==> src/rtl/scl_pkg.sv <==
package scl_pkg;

  localparam int SER_LINES = 3;

  // Sampled view of the three serial lines.
  typedef struct packed {
    logic sclk;
    logic sdin;
    logic load_n;
  } ser_in_t;

  // Quiet line state: clock low, data low, strobe inactive.
  localparam ser_in_t SER_IDLE = '{sclk: 1'b0, sdin: 1'b0, load_n: 1'b1};

endpackage

==> src/rtl/scl_reset_sync.sv <==
module scl_reset_sync #(
  parameter int STAGES = 2
) (
  input  logic clk,
  input  logic arst_n,
  output logic rst_n
);

  logic [STAGES-1:0] chain_q;
  logic [STAGES-1:0] chain_d;

  generate
    if (STAGES == 1) begin : g_single
      always_comb chain_d = 1'b1;
    end else begin : g_multi
      always_comb chain_d = {chain_q[STAGES-2:0], 1'b1};
    end
  endgenerate

  always_ff @(posedge clk or negedge arst_n) begin
    if (!arst_n) chain_q <= '0;
    else         chain_q <= chain_d;
  end

  assign rst_n = chain_q[STAGES-1];

endmodule

==> src/rtl/scl_in_sync.sv <==
module scl_in_sync
  import scl_pkg::*;
#(
  parameter int STAGES = 2
) (
  input  logic    clk,
  input  logic    rst_n,
  input  ser_in_t lines_i,
  output ser_in_t lines_o
);

  localparam int CHAIN_W = STAGES * SER_LINES;

  logic [CHAIN_W-1:0] chain_q;
  logic [CHAIN_W-1:0] chain_d;
  logic [CHAIN_W-1:0] chain_rst;

  generate
    if (STAGES == 1) begin : g_single
      always_comb chain_d = lines_i;
    end else begin : g_multi
      always_comb chain_d = {chain_q[CHAIN_W-SER_LINES-1:0], lines_i};
    end
  endgenerate

  always_comb chain_rst = {STAGES{SER_IDLE}};

  always_ff @(posedge clk or negedge rst_n) begin
    if (!rst_n) chain_q <= chain_rst;
    else        chain_q <= chain_d;
  end

  assign lines_o = chain_q[CHAIN_W-1 -: SER_LINES];

endmodule

==> src/rtl/scl_shift_reg.sv <==
module scl_shift_reg #(
  parameter int WIDTH = 12
) (
  input  logic             clk,
  input  logic             rst_n,
  input  logic             shift_en,
  input  logic             bit_i,
  output logic [WIDTH-1:0] word_o
);

  logic [WIDTH-1:0] word_q;
  logic [WIDTH-1:0] word_d;

  // Newest bit enters at bit 0; the oldest leaves from the top.
  always_comb begin
    word_d = word_q;
    if (shift_en) word_d = {word_q[WIDTH-2:0], bit_i};
  end

  always_ff @(posedge clk or negedge rst_n) begin
    if (!rst_n)        word_q <= '0;
    else if (shift_en) word_q <= word_d;
  end

  assign word_o = word_q;

endmodule

==> src/rtl/scl_hold_reg.sv <==
module scl_hold_reg #(
  parameter int WIDTH = 12
) (
  input  logic             clk,
  input  logic             rst_n,
  input  logic             open_i,
  input  logic [WIDTH-1:0] word_i,
  output logic [WIDTH-1:0] code_o
);

  logic [WIDTH-1:0] code_q;
  logic [WIDTH-1:0] code_d;

  always_comb begin
    code_d = code_q;
    if (open_i) code_d = word_i;
  end

  always_ff @(posedge clk or negedge rst_n) begin
    if (!rst_n)      code_q <= '0;
    else if (open_i) code_q <= code_d;
  end

  assign code_o = code_q;

endmodule

==> src/rtl/serial_code_latch.sv <==
module serial_code_latch
  import scl_pkg::*;
#(
  parameter int CODE_W      = 12,
  parameter int SYNC_STAGES = 2,
  parameter int RST_STAGES  = 2
) (
  input  logic              clk,
  input  logic              arst_n,
  input  logic              sclk,
  input  logic              sdin,
  input  logic              load_n,
  output logic [CODE_W-1:0] code_o
);

  localparam int WORD_MSB = CODE_W - 1;

  logic              rst_q;
  ser_in_t           raw_lines;
  ser_in_t           smp;
  logic              sclk_prev_q;
  logic              sclk_prev_d;
  logic              sclk_rise;
  logic              shift_en;
  logic              hold_open;
  logic [WORD_MSB:0] shift_q;

  scl_reset_sync #(.STAGES(RST_STAGES)) u_rst (
    .clk    (clk),
    .arst_n (arst_n),
    .rst_n  (rst_q)
  );

  always_comb begin
    raw_lines.sclk   = sclk;
    raw_lines.sdin   = sdin;
    raw_lines.load_n = load_n;
  end

  scl_in_sync #(.STAGES(SYNC_STAGES)) u_sync (
    .clk     (clk),
    .rst_n   (rst_q),
    .lines_i (raw_lines),
    .lines_o (smp)
  );

  // Edge detect on the sampled serial clock.
  always_comb sclk_prev_d = smp.sclk;

  always_ff @(posedge clk or negedge rst_q) begin
    if (!rst_q) sclk_prev_q <= 1'b0;
    else        sclk_prev_q <= sclk_prev_d;
  end

  always_comb begin
    sclk_rise = smp.sclk & ~sclk_prev_q;
    shift_en  = sclk_rise & smp.load_n;   // no shifting while strobe low
    hold_open = ~smp.load_n;              // transparent while strobe low
  end

  scl_shift_reg #(.WIDTH(CODE_W)) u_shift (
    .clk      (clk),
    .rst_n    (rst_q),
    .shift_en (shift_en),
    .bit_i    (smp.sdin),
    .word_o   (shift_q)
  );

  scl_hold_reg #(.WIDTH(CODE_W)) u_hold (
    .clk    (clk),
    .rst_n  (rst_q),
    .open_i (hold_open),
    .word_i (shift_q),
    .code_o (code_o)
  );

endmodule

==> config.mk <==
export PLATFORM = sky130hd
export DESIGN_NAME = serial_code_latch
export DESIGN_NICKNAME = d
export VERILOG_FILES = /design/src/rtl/scl_pkg.sv /design/src/rtl/scl_reset_sync.sv /design/src/rtl/scl_in_sync.sv /design/src/rtl/scl_shift_reg.sv /design/src/rtl/scl_hold_reg.sv /design/src/rtl/serial_code_latch.sv
export SDC_FILE = /design/constraint.sdc
export NUM_CORES = 1
export LEC_CHECK = 0
export BUFFER_PORTS_ARGS = -buffer_cell sky130_fd_sc_hd__buf_2
export CORE_UTILIZATION = 35
export CTS_CLUSTER_DIAMETER = 120
export DETAILED_ROUTE_END_ITERATION = 10
export MAX_ROUTING_LAYER = met4
export PLACE_DENSITY = 0.61
export SKIP_CTS_REPAIR_TIMING = 1
export SKIP_LAST_GASP = 1
export SLEW_MARGIN = 25
export SYNTH_ARGS = -nofsm -noshare
export SYNTH_HDL_FRONTEND = slang
export SYNTH_SLANG_ARGS = --single-unit
==> constraint.sdc <==
create_clock -name clk -period 1.53 [get_ports clk]
set_clock_uncertainty 0.1 [all_clocks]
set_input_delay 0.306 -clock clk [delete_from_list [all_inputs] [get_ports clk]]
set_output_delay 0.306 -clock clk [all_outputs]
set_load 0.005 [all_outputs]
* After elaboration in Yosys (flattened, before gate mapping)
Cells that the tools add are included.
** Word-level totals
- Bits of input ports :: 5
- Logic and storage cells :: 8
- Register bits after elaboration :: 33
- Output and inout port bits :: 12
** Operators by class
- Bitwise gates (word level) :: 3
** Operators by type and width (count)
- bitwise AND 1 bit :: 2
- NOT 1 bit :: 1

* Logic depth before layout (Yosys ltp)
Gate-level depths: netlist of the first run.
- Depth after elaboration :: 3
- Depth in mapped cells :: 3
- Depth with buffers taken out :: 2

* By module
From an unflattened synthesis of the first run, not the netlist that was laid out.
** Unflattened totals
- Cell total of the unflattened synthesis :: 65
- Area, all modules :: 1234.9 µm²
** By module, submodules not included
- scl_hold_reg :: area an instance 484.2 µm², sequential area each 300.3 µm², cells each 25, times used 1
- scl_shift_reg :: area an instance 484.2 µm², sequential area each 300.3 µm², cells each 25, times used 1
- scl_in_sync :: area an instance 175.2 µm², sequential area each 152.6 µm², cells each 9, times used 1
- scl_reset_sync :: area an instance 53.8 µm², sequential area each 50.0 µm², cells each 3, times used 1
- serial_code_latch :: area an instance 37.5 µm², sequential area each 25.0 µm², cells each 3, times used 1

* Worst setup path after synthesis of the first run
Ideal clock, no wire load.
- Kind :: register to register
- Start :: register u_sync.chain_q[3]
- End :: register u_shift.word_q[10] (netlist: u_shift.word_o[10])
- Cell stages (with the launch flop) :: 4
- Data required time :: 1.305 ns
- Period minus slack after synthesis :: 1.326 ns
- Library setup time :: 0.125 ns
- Path buffers :: 1
- Path slack :: 0.204 ns
- Data arrival time :: 1.101 ns
- Cells stage by stage :: dfstp_2 nand3b_2 buf_6 mux2_4
** Between the ends
- Word-level cells in the longest chain between the ends :: 1
** RTL lines
- start: declaration :: RTL line scl_in_sync.sv:14 : logic [CHAIN_W-1:0] chain_q;
- start signal: assignment :: RTL line scl_in_sync.sv:29 : if (!rst_n) chain_q <= chain_rst;
- start signal: assignment :: RTL line scl_in_sync.sv:30 : else chain_q <= chain_d;
- bitwise AND 1 bit :: RTL line serial_code_latch.sv:57 : shift_en = sclk_rise & smp.load_n;
- end signal: assignment :: RTL line scl_shift_reg.sv:22 : else if (shift_en) word_q <= word_d;
- end: declaration :: RTL line scl_shift_reg.sv:11 : logic [WIDTH-1:0] word_q;
No other way between the ends.
A chain may end at the register's enable or synchronous reset.

* Worst setup path in the final report of the first run
- Start :: register u_sync.chain_q[3]
- End :: register u_shift.word_q[2] (netlist: u_shift.word_o[2])
The elaborated chain is that of the path after synthesis.

==> results.yml, run 1 <==
global_routing:
  grt_pass1_wl_um: 2660
  grt_usage_pct: 11.5
  grt_overflow: 0
  grt_start_max_net_pins: 19
  antenna_found_initial: 0
  grt_pass1_vias: 562
power:
  power_density_nw_per_um2: 1490
  leakagePower_uw: 0.000719
  ir_worst_vdd_mv: 0.697
cells_and_area:
  final_net_count: 95
  syn2layout_area_growth_pct: 20.7
  diodes: 0
  drive_above_1_share_pct: 58.2
  design_area_um2: 1410
logic_synthesis:
  synth.avg_cell_area_um2: 19.1
  ys_seq_area_share_pct: 71.0
  ys_seq_elements: 33
  yosysUniqueCellTypes: 8
  syn_area_um2: 1170
  yosys_warnings: 0
  syn_inst: 61
  syn_nets: 66
clock_network:
  tritoncts: "built"
  cts_buffers: 5
  clk_latency_ns: 0.32
  clock_path_buffers: 2
  root_buffer: "clkbuf_4"
  clock-sinks: 33
  path_clk_slew_ns: 0.10
  h-tree-depth: 2
outcome:
  status: "finished, final reports clean"
route:
  dr.first_iter.drc_count: 12
  via_count: 562
  drtAntennaViolNets: 0
  drt_first_pass_iters: 2
  routed_via_density: 4.16
  wl_um: 1640
  drc_errors: 0
  avgRoutedWirePerCell_um: 12.2
worst_setup_path:
  crit_path_max_fanout: 12
  critPathLaunchType: "flop"
  end_kind: "flop"
  cp_data_arrival_time_ns: 1.53
  worstPathRequired_ns: 1.63
  path_class: "reg2reg"
floorplanning:
  ios: 17
  die_h_um: 59.8
  core_area_um2: 3100
  rows: 20
  die_area_um2: 3570
  start_util_pct: 37.6
  die_x_um: 59.8
sta:
  drv_slew: 0
  rsz0062_at_grt: "no"
  fmax_mhz: 702
  hold_viol: 0
  period_needed_ns: 1.42
  finalSetupViolations: 0
  finalSetupTns_ns: 0
  finalCritPeriodShare_pct: 93.1
run:
  maxCapViolCount: 0
place:
  placed_area_um2: 1320
  globalplace.congestion: 0.675
  io_buffers: 16
min_path:
  hold_class: "reg2async"
-- final cells by class --
cell class              count  area [µm²]
fillers                   305        1690
flip-flops and latches     33         828
multi-input cells          26         323
repair buffers             24         150
well taps                  44        55.1
clock buffers               7        45.0
clock inverters             1        7.51
-- cell usage in the layout (no fill, tap or decap) --
master          n
conb_1          1
clkbuf_1        2
buf_4           4
dfrtp_1        31
mux2_2         14
buf_2          16
clkbuf_4        5
dlygate4sd3_1   4
dfstp_2         2
nand3b_2        1
clkinvlp_4      1
mux2_4         10
-- registers in the layout, indices dropped and copies added, names as in the netlist --
register / flops
u_sync.chain_q: 6
u_hold.code_o: 12
u_shift.word_o: 12
u_rst.chain_q: 2
sclk_prev_q: 1
-- per-layer routing --
layer	GRT usage [%]	share of wire (%)	vias up
met3	4.55	5.4	5
met5	-	0	-
met4	7.97	2.0	0
met2	14.8	43	16
met1	14.7	49	278
li1	-	-	263
-- critical path, stage by stage, from the launching register on --
cell and delay, ns:
dfstp_2 0.61, nand3b_2 0.08, buf_4 0.21, mux2_4 0.31
-- path summary, 6_finish.rpt --
path	start	end	slack (ns)	cells past startpoint
setup / recovery	u_sync.chain_q[3]	u_shift.word_o[2]	0.11	3
hold / removal	u_rst.chain_q[1]	u_shift.word_o[3]	0.10	1
setup reg to reg	u_sync.chain_q[3]	u_shift.word_o[2]	0.11	3
hold reg to reg	u_rst.chain_q[1]	u_shift.word_o[3]	0.10	1
max in group asynchronous	u_rst.chain_q[1]	u_sync.chain_q[3]	0.95	1
min in group clk	u_sync.chain_q[1]	u_sync.chain_q[4]	0.26	0
-- cells by family (layout without fill, tap and decap cells) --
kind of cell           after synthesis  count (layout)  synth area share (%)
muxes                               24              24                  26.4
other                                1               1                 0.321
DFF                                 33              33                  71.0
and+or+nand+nor                      1               1                 0.965
buffers and inverters                2              32                  1.39
-- cells in the mapped netlist --
library cell	count	share of area (%)
mux2_4	10	13
dfstp_2	2	4.5
nand3b_2	1	0.96
buf_6	1	0.96
dfrtp_1	31	66
mux2_2	14	14
conb_1	1	0.32
buf_2	1	0.43
-- metrics by stage --
stage | total power [µW] | setup slack (ns) | hold WS [ns] | cells | util, %
floorplan | 1480 | 0.204 | -0.0896 | 61 | -
global placement | 1640 | 0.143 | -0.0103 | 123 | 42.4
detailed placement | 1650 | 0.124 | -0.00809 | 123 | 42.4
CTS | 2120 | 0.102 | -0.361 | 131 | 44.1
global route | 2230 | 0.0670 | 0.123 | 135 | 45.4
finish | 2090 | 0.105 | 0.104 | 135 | 45.4
-- power breakdown --
group          internal [µW]  total [µW]  switching [µW]
combinational            292         418             126
sequential              1090        1220             136
clock                    181         455             274
Power figures use the tool's default switching activity.
==> run 2, diff against run 1 <==
CORE_UTILIZATION = 45   (was 35)
PLACE_DENSITY = 0.64   (was 0.61)
==> run 2 against run 1 <==
  * Sequential power about the same
  * Critical path depth unchanged
  * Largest cell class unchanged
  * Die area down 22%
  * Worst setup slack better by 0.065 ns
  * Highest routed layer unchanged
==> results.yml, run 2 (synthesis gave the netlist of run 1 again) <==
place:
  globalplace.congestion: 0.660
  placed_cells: 109
  io_buffers: 16
  placed_area_um2: 1310
outcome:
  status: "finished, final reports clean"
power:
  ir_worst_vdd_mv: 1.06
  leakagePower_uw: 0.000730
  power_density_nw_per_um2: 1480
cells_and_area:
  drive_above_1_share_pct: 59.3
  design_area_um2: 1400
  final_common_cell: "dfrtp_1"
  layoutNonFillerInstCount: 121
  final_util_pct: 57.1
  diodes: 0
  final_net_count: 95
  syn2layout_area_growth_pct: 20.2
  final_cell_mix: "dfrtp_1 (31), buf_2 (16), mux2_2 (14)"
worst_setup_path:
  cp.depth: 3
  critPathBufInv: 1
  critPathLaunchType: "flop"
  crit_path_max_fanout: 12
  end_kind: "flop"
  path_class: "reg2reg"
  crit_slowest_cell: "dfstp_2"
  cpPeakStageDelay_ns: 0.56
  cp_data_arrival_time_ns: 1.46
  worstPathRequired_ns: 1.63
  critPathTopFamily: "flip-flops"
  crit_chain: "nand3b_2 > buf_4 > mux2_4"
  r2r_cells: 3
floorplanning:
  start_util_pct: 47.6
  core_area_um2: 2450
  ios: 17
  rows: 18
  die_h_um: 52.9
  die_x_um: 52.9
  die_area_um2: 2800
route:
  routed_via_density: 4.65
  avgRoutedWirePerCell_um: 12.7
  top_layer_used: "met4"
  dr_wl_met3_um: 72
  drc_errors: 0
  drt_first_pass_iters: 3
  drtAntennaViolNets: 0
  wl_met1_um: 720
  wl_met2_um: 707
  dr.first_iter.drc_count: 2
  via_count: 563
  wl_um: 1540
sta:
  drv_slew: 0
  finalSetupViolations: 0
  finalCritPeriodShare_pct: 88.9
  finalSetupTns_ns: 0
  hold_viol: 0
  fmax_mhz: 735
  period_needed_ns: 1.36
  rsz0062_at_grt: "no"
min_path:
  hold_class: "reg2async"
clock_network:
  tritoncts: "built"
  clock-sinks: 33
  clk_latency_ns: 0.32
  cts_buffers: 5
  root_buffer: "clkbuf_4"
  path_clk_slew_ns: 0.09
  clock_path_buffers: 2
  h-tree-depth: 2
global_routing:
  grt_pass1_vias: 574
  grt_start_max_net_pins: 26
  antenna_found_initial: 0
  grt_usage_pct: 14.9
  grt_pass1_wl_um: 2600
  grt_overflow: 0
run:
  maxCapViolCount: 0
-- run 2: cell count changes in the layout (fill, tap and decap cells not counted), sizes merged --
cell	previous run	this run
clkbuf	7	6
clkinv	0	2
clkinvlp	1	0
-- run 2: routing by layer --
metal	up-vias	track usage, %
met5	-	-
met4	0	9.21
met3	4	8.62
met2	16	19.6
met1	277	17.4
li1	266	-
-- run 2: power by group --
group	internal, µW	leakage, µW	switching [µW]
logic	296	0.000284	123
registers	1080	0.000414	129
clock network	175	0.0000320	266
total	1560	0.000730	518
-- run 2: final timing paths --
path	from	endpoint	slack (ns)
max	u_sync.chain_q[3]	u_shift.word_o[8]	0.17
min	u_rst.chain_q[1]	u_hold.code_o[2]	0.03
max reg2reg	u_sync.chain_q[3]	u_shift.word_o[8]	0.17
min reg2reg	u_rst.chain_q[1]	u_hold.code_o[2]	0.03
max in group asynchronous	u_rst.chain_q[1]	u_sync.chain_q[3]	0.79
min in group clk	u_sync.chain_q[1]	u_sync.chain_q[4]	0.26
-- run 2: final cells by class --
| class | count | area (µm²) |
|---|---|---|
| Fill cell | 210 | 1050 |
| Sequential cell | 33 | 828 |
| Multi-Input combinational cell | 26 | 323 |
| Timing Repair Buffer | 24 | 163 |
| Clock buffer | 6 | 41.3 |
| Tap cell | 30 | 37.5 |
| Clock inverter | 2 | 10.0 |
-- run 2: through the flow --
stage | hold WS [ns] | power [µW] | setup WS [ns]
after floorplan | -0.0896 | 1480 | 0.204
after global placement | -0.00948 | 1630 | 0.198
after detailed placement | -0.00745 | 1650 | 0.183
after CTS | -0.368 | 2100 | 0.162
after global routing | 0.0630 | 2230 | 0.123
final | 0.0337 | 2070 | 0.170
